`src/rtl/plane_path_pkg.sv`:
```
package plane_path_pkg;
   typedef enum logic {
      PLANE_X = 1'b0,
      PLANE_Y = 1'b1
   } plane_e;
endpackage

```
`src/rtl/plane_sel_fsm.sv`:
```
module plane_sel_fsm
   import plane_path_pkg::*;
(
   input  logic   clk,
   input  logic   rst_n,
   input  logic   x_in_svc,
   input  logic   y_in_svc,
   input  logic   at_boundary,
   output plane_e sel,
   output logic   switch_now,
   output logic   run
);
   plane_e sel_q;
   plane_e want;
   logic   any_svc;

   always_comb begin
      any_svc = x_in_svc | y_in_svc;
      if (x_in_svc && !y_in_svc)      want = PLANE_X;
      else if (y_in_svc && !x_in_svc) want = PLANE_Y;
      else                            want = sel_q;
      switch_now = at_boundary && (want != sel_q);
      run        = any_svc && !switch_now;
   end

   always_ff @(posedge clk) begin
      if (!rst_n)          sel_q <= PLANE_X;
      else if (switch_now) sel_q <= want;
   end

   assign sel = sel_q;
endmodule

```
`src/rtl/pkt_word_counter.sv`:
```
module pkt_word_counter #(
   parameter int PKT_WORDS = 20,
   localparam int CNT_W = (PKT_WORDS > 1) ? $clog2(PKT_WORDS) : 1
) (
   input  logic             clk,
   input  logic             rst_n,
   input  logic             advance,
   output logic [CNT_W-1:0] count,
   output logic             at_boundary
);
   generate
      if (PKT_WORDS == 1) begin : g_single
         assign count       = '0;
         assign at_boundary = 1'b1;
      end else begin : g_multi
         localparam logic [CNT_W-1:0] LAST = CNT_W'(PKT_WORDS - 1);
         logic [CNT_W-1:0] cnt_q;
         always_ff @(posedge clk) begin
            if (!rst_n)
               cnt_q <= '0;
            else if (advance)
               cnt_q <= (cnt_q == LAST) ? '0 : cnt_q + 1'b1;
         end
         assign count       = cnt_q;
         assign at_boundary = (cnt_q == '0);
      end
   endgenerate
endmodule

```
`src/rtl/plane_data_mux.sv`:
```
module plane_data_mux
   import plane_path_pkg::*;
#(
   parameter int DATA_W = 32
) (
   input  plane_e              sel,
   input  logic                run,
   input  logic [1:0]          rd_valid,
   input  logic [1:0][DATA_W-1:0] rd_data,
   output logic [1:0]          wr_en,
   output logic [1:0]          stop,
   output logic                pop,
   output logic [DATA_W-1:0]   data
);
   generate
      for (genvar p = 0; p < 2; p++) begin : g_plane
         logic mine;
         assign mine     = (sel == plane_e'(p));
         assign wr_en[p] = mine;
         assign stop[p]  = !(mine && run);
      end
   endgenerate

   always_comb begin
      pop  = rd_valid[sel] && !stop[sel];
      data = rd_data[sel];
   end
endmodule

```
`src/rtl/plane_path_select.sv`:
```
module plane_path_select
   import plane_path_pkg::*;
#(
   parameter int DATA_W    = 32,
   parameter int PKT_WORDS = 20,
   localparam int CNT_W    = (PKT_WORDS > 1) ? $clog2(PKT_WORDS) : 1
) (
   input  logic              clk,
   input  logic              rst_n,
   input  logic              x_in_svc,
   input  logic              y_in_svc,
   input  logic              x_rd_valid,
   input  logic [DATA_W-1:0] x_rd_data,
   input  logic              y_rd_valid,
   input  logic [DATA_W-1:0] y_rd_data,
   output logic              x_wr_en,
   output logic              y_wr_en,
   output logic              x_stop,
   output logic              y_stop,
   output logic              out_valid,
   output logic [DATA_W-1:0] out_data
);
   generate
      if (DATA_W < 1) begin : g_bad_width
         $error("plane_path_select: DATA_W must be at least 1");
      end
      if (PKT_WORDS < 1) begin : g_bad_pkt
         $error("plane_path_select: PKT_WORDS must be at least 1");
      end
   endgenerate

   plane_e                  sel;
   logic                    switch_now;
   logic                    run;
   logic                    at_boundary;
   logic [CNT_W-1:0]        pkt_cnt;
   logic                    pop;
   logic [1:0]              wr_en_v;
   logic [1:0]              stop_v;
   logic [1:0][DATA_W-1:0]  rd_data_v;

   assign rd_data_v[0] = x_rd_data;
   assign rd_data_v[1] = y_rd_data;

   plane_sel_fsm u_fsm (
      .clk         (clk),
      .rst_n       (rst_n),
      .x_in_svc    (x_in_svc),
      .y_in_svc    (y_in_svc),
      .at_boundary (at_boundary),
      .sel         (sel),
      .switch_now  (switch_now),
      .run         (run)
   );

   pkt_word_counter #(.PKT_WORDS(PKT_WORDS)) u_cnt (
      .clk         (clk),
      .rst_n       (rst_n),
      .advance     (pop),
      .count       (pkt_cnt),
      .at_boundary (at_boundary)
   );

   plane_data_mux #(.DATA_W(DATA_W)) u_mux (
      .sel      (sel),
      .run      (run),
      .rd_valid ({y_rd_valid, x_rd_valid}),
      .rd_data  (rd_data_v),
      .wr_en    (wr_en_v),
      .stop     (stop_v),
      .pop      (pop),
      .data     (out_data)
   );

   assign x_wr_en   = wr_en_v[0];
   assign y_wr_en   = wr_en_v[1];
   assign x_stop    = stop_v[0];
   assign y_stop    = stop_v[1];
   assign out_valid = pop;
endmodule

```
`config.mk`:
```
export PLATFORM = sky130hd
export DESIGN_NAME = plane_path_select
export DESIGN_NICKNAME = d
export VERILOG_FILES = /design/src/rtl/plane_path_pkg.sv /design/src/rtl/plane_sel_fsm.sv /design/src/rtl/pkt_word_counter.sv /design/src/rtl/plane_data_mux.sv /design/src/rtl/plane_path_select.sv
export SDC_FILE = /design/constraint.sdc
export NUM_CORES = 1
export LEC_CHECK = 0
export ABC_CLOCK_PERIOD_IN_PS = 1750
export CAP_MARGIN = 20
export CORE_AREA = 2 2 47 49
export DETAILED_ROUTE_END_ITERATION = 6
export DIE_AREA = 0 0 49 51
export DONT_BUFFER_PORTS = 1
export MAX_ROUTING_LAYER = met4
export SKIP_CTS_REPAIR_TIMING = 1
export SLEW_MARGIN = 20
export SYNTH_ARGS = -nofsm -noshare
export SYNTH_HDL_FRONTEND = slang
export SYNTH_SLANG_ARGS = --single-unit
```
`constraint.sdc`:
```
create_clock -name clk -period 1.75 [get_ports clk]
set_clock_uncertainty 0.15 [all_clocks]
set_input_delay 0.2625 -clock clk [delete_from_list [all_inputs] [get_ports clk]]
set_output_delay 0.2625 -clock clk [all_outputs]
set_load 0.03 [all_outputs]
```
Word level (Yosys, flattened, before mapping)
Index checks and enable logic that the tools add are counted.

storage, ports and cells
  memory bits (writable) = 0
  logic and storage cells = 31
  output and inout bits = 37
  register bits = 6
  ROM bits = 0
  latch bits = 0
  memories = 0

operators by class
  reduce and logical (&&, ||, !) cells = 14
  divide/modulo/power cells = 0
  muxes and demuxes = 9
  eq/ne operators = 2
  $lt $le $gt $ge = 1
  bitwise gates (word level) = 2
  shift-type cells = 0
  multiply operators = 0
  $add $sub $neg = 1

operators with widths
  operator             number
  $mux 32              2
  $logic_and 1x1->1    7
  $logic_not 1->1      6
  $mux 1               6
  $add 5x1->5 const B  1
  $eq 5x5->1 const B   1
  $logic_not 5->1      1
  $mux 5               1
  $lt 1x2->1 const B   1
  $ne 1x1->1           1
  $not 1->1            1
  $or 1x1->1           1

Longest topological paths before layout
  word-level depth = 14
  gate-level depth with buffers = 6

Cells and area by module
From an unflattened synthesis, not the netlist that was laid out.

unflattened totals
  cell total of the unflattened synthesis = 87
  area, all modules = 924.6 µm²

modules (own cells, without submodules)
  module            cells each  area an instance (µm²)  instances  seq. area each (µm²)
  plane_data_mux    43          579.3                   1          0.0
  pkt_word_counter  30          261.5                   1          100.1
  plane_sel_fsm     14          83.8                    1          20.0

Least setup slack after synthesis
No wires, ideal clock.

  path kind = register to output
  from = register u_fsm.sel_q (netlist: u_fsm.sel)
  to = output out_data[0]
  setup slack = -0.206 ns
  path buffers = 2
  stages on the path, launching flop included = 4
  data arrival time = 1.543 ns
  cell sequence = dfxtp_1 buf_2 buf_1 mux2_2

on the way
  cells in the longest elaborated chain, start to end = 2

ends and longest elaborated chain
  what                                        line                     source
  from (decl)                                 plane_sel_fsm.sv:13      plane_e sel_q;
  from (signal assigned)                      plane_sel_fsm.sv:28      else if (switch_now) sel_q <= want;
  $mux 32 (not written as such) (2 in a row)  plane_data_mux.sv:26     data = rd_data[sel];
  to (decl)                                   plane_path_select.sv:21  output logic [DATA_W-1:0] out_data

Every way passes these cells. The select of a mux whose other input is x is not followed.

Worst setup path after layout
  from = register u_cnt.g_multi.cnt_q[1] (netlist: u_cnt.count[1])
  to = output x_stop

on the way
  cells in the longest elaborated chain, start to end = 6

ends and longest elaborated chain
  what                    line                     source
  from (decl)             pkt_word_counter.sv:17   logic [CNT_W-1:0] cnt_q;
  from (signal assigned)  pkt_word_counter.sv:22   cnt_q <= (cnt_q == LAST) ? '0 : cnt_q + 1'b1;
  $logic_not 5->1         pkt_word_counter.sv:25   assign at_boundary = (cnt_q == '0);
  $logic_and 1x1->1       plane_sel_fsm.sv:22      switch_now = at_boundary && (want != sel_q);
  $logic_not 1->1         plane_sel_fsm.sv:23      run = any_svc && !switch_now;
  $logic_and 1x1->1       plane_sel_fsm.sv:23
  $logic_and 1x1->1       plane_data_mux.sv:20     assign stop[p] = !(mine && run);
  $logic_not 1->1         plane_data_mux.sv:20
  to (decl)               plane_path_select.sv:18  output logic x_stop,

Every way passes these cells.

==> run_results.csv <==
group,metric,value,unit
place,routabilityCongestion,0.874,
place,dp_cells,127,
global_routing,grt_pass1_vias,708,
clocking,clock_path_buffers,2,
global_routing,overflow,0,
synth,yosysWarnings,0,
clocking,path_clk_slew,0.04,ns
power,p_leak,0.408,nW
timing,setup_slack,-0.260,ns
layout,finalInstanceArea,1070,sq um
synth,netlist_top_cells_count,"mux2_2, nand2_1, dfxtp_1, inv_1",
timing,fmax,0.498,GHz
timing,rsz0062_at_grt,"yes",
synth,synth_top_cell_area_share,0.429,
status,status,"finished with violations",
route,vias,810,
hold_path,min_from,"rst_n",
clocking,cts_made_buffers,3,
worst_setup_path,reg2regPathDepth,6,
synth,synthDistinctLibCells,27,
global_routing,grt_max_degree,29,
power,combPwrFrac,0.630,
layout,area_growth,27.0,%
synth,synth-edff-count,0,
job,max-cap-violations,0,
layout,fin_cells,134,
worst_setup_path,worst-path-max-fanout,4,
global_routing,antenna_found_initial,2,
power,power-per-cell-area,694,nW/um^2
hold_path,hold_end,"u_cnt.count[3]",
power,p_int,0.394,mW
floorplanning,fp-row-count,17,
route,wl,2.63,mm
timing,finalSetupViolations,4,
layout,drive_above_1_share,0.615,
power,p_sw_frac,0.467,
floorplanning,die_y,51,um
place,io_buffers,0,
synth,ys.flop_type,"dfxtp_1",
clocking,insertion_delay,0.24,ns
timing,hold_slack,0.0297,ns
route,drt-vias-per-instance,6.04,
floorplanning,start_util,0.407,
power,switchingPower,0.346,mW
clocking,htree_levels,1,
timing,fin_crit_sh,1.15,
power,peakVddDrop,0.451,mV
synth,syn_inst,95,
timing,finalHoldViolations,0,
hold_path,hold_depth,2,
hold_path,hold_path_class,"input pin to flop",
floorplanning,die_area,2500,sq um
worst_setup_path,criticalPathCategory,"flop to output port",
worst_setup_path,regToRegEndpoint,"u_cnt.count[4]",
layout,multi_input_area,742,sq um
route,drtIter0Drc,16,
global_routing,grt_pass1_wl,3.34,mm
global_routing,grt_usage,0.183,
synth,synth_area,840,sq um
place,hpwlAfterDp,2.16,mm
worst_setup_path,worstPathArrival,1.60,ns
route,firstDrtPassIters,4,
clocking,clock_sinks,6,
layout,num-fill-cells,196,
power,clkPwrFrac,0.164,
worst_setup_path,r2r_setup_slack,-0.02,ns
layout,nNetsFinal,178,
floorplanning,fp.coreArea,2060,sq um
synth,ys_async_sr_fraction,0,
timing,final_max_slew_viol_count,0,
worst_setup_path,regToRegStartpoint,"u_cnt.count[1]",
route,post_drt_wl_per_cell,19.6,um
route,drc,0,
floorplanning,io-pin-count,107,
clocking,cts-root-buf,"clkbuf_4",
synth,ys_ff_latch,6,
synth,yosysSeqAreaShare,0.143,
timing,tns,-0.735,ns
layout,regArea,124,sq um
synth,syn_nets,167,
synth,synth_area_leader_cell,"mux2_2",
worst_setup_path,worstPathRequired,1.34,ns
timing,worst_slew_pin_slew,0.396,ns
clocking,cts_tree,"done",
synth,yosysMostFrequentCell,"mux2_2",
timing,finalCriticalPeriod,2.01,ns
power,seqPwrFrac,0.207,
status,violations,"setup timing",
synth,avgSynthCellArea,8.84,sq um
route,drtAntennaViolNets,0,
worst_setup_path,end_kind,"output port",
floorplanning,die_w,49,um
timing,relSlewSlack,0.735,
place,placed_area,958,sq um
synth,yosys-top-cells-area,"mux2_2, dfxtp_1, nand2_1",
worst_setup_path,cp-start-kind,"flop",
## metrics by stage
stage | setup WS (ns) | util | power (mW)
after floorplan | -0.00951 | - | 0.522
after global placement | -0.0196 | 0.465 | 0.575
after detailed placement | -0.0542 | 0.465 | 0.578
after CTS | -0.290 | 0.475 | 0.706
after global routing | -0.294 | 0.517 | 0.777
final | -0.260 | 0.517 | 0.739
## power groups by stage
stage / registers [mW] / logic, mW / clock network, mW
after floorplan: 0.157 / 0.365 / 0
after global placement: 0.152 / 0.423 / 0
after detailed placement: 0.153 / 0.425 / 0
after CTS: 0.150 / 0.427 / 0.129
after global routing: 0.153 / 0.485 / 0.139
final: 0.153 / 0.466 / 0.121
## logic make-up after synthesis
group / count (synthesis) / share of synthesized area
adder cells (fa/ha/maj): 2 / 0.0298
multiplexers: 34 / 0.453
AO/OA/AOI/OAI: 17 / 0.143
buffers and inverters: 12 / 0.0641
AND/OR/NAND/NOR: 24 / 0.167
flip-flops: 6 / 0.143
## routing by layer
layer,GRT usage,up-vias,part of all wire
met5,-,-,0
met2,0.301,50,0.52
met4,0.0905,0,0.010
met1,0.170,382,0.34
li1,-,374,-
met3,0.111,4,0.13
## worst max-delay path, stage by stage (launching register included)
cell,delay (ns)
dfxtp_2,0.32
inv_2,0.07
ha_4,0.13
or4b_4,0.50
a21o_4,0.25
nand2_8,0.10
## registers in the layout, indices dropped and copies added, names as in the netlist
signal / count
u_cnt.count: 5
u_fsm.sel: 1
## placed cells by master (no fill, tap or decap), types with 2 or more instances in the layout
cell type	count
nor3_1	2
clkbuf_4	3
buf_4	10
nand3b_1	3
mux2i_1	2
mux2_2	32
nand2_4	2
a21o_4	2
diode_2	2
nand2_1	6
dfxtp_2	3
inv_1	4
nand3_1	4
buf_12	2
o211ai_1	2
a21oi_1	4
dfxtp_1	3
inv_2	2
o21ai_1	3
## worst max-delay path by stage
stage / cells past startpoint / endpoint / slack [ns] / start
after floorplan: 6 / u_cnt.count[4] / -0.01 / u_cnt.count[0]
after global placement: 6 / u_cnt.count[4] / -0.02 / u_cnt.count[0]
after detailed placement: 6 / u_cnt.count[4] / -0.05 / u_cnt.count[0]
after CTS: 5 / x_stop / -0.29 / u_cnt.count[0]
after global routing: 5 / x_stop / -0.29 / u_cnt.count[1]
final: 5 / x_stop / -0.26 / u_cnt.count[1]
## final cells by class
class / count / share of cell area
sequential: 6 / 0.116
multi-input combinational: 77 / 0.696
tap: 28 / 0.0329
clock buffer: 3 / 0.0211
timing repair buffer: 12 / 0.108
antenna: 2 / 0.00469
inverter: 6 / 0.0211
(Power assumes the default switching activity.)
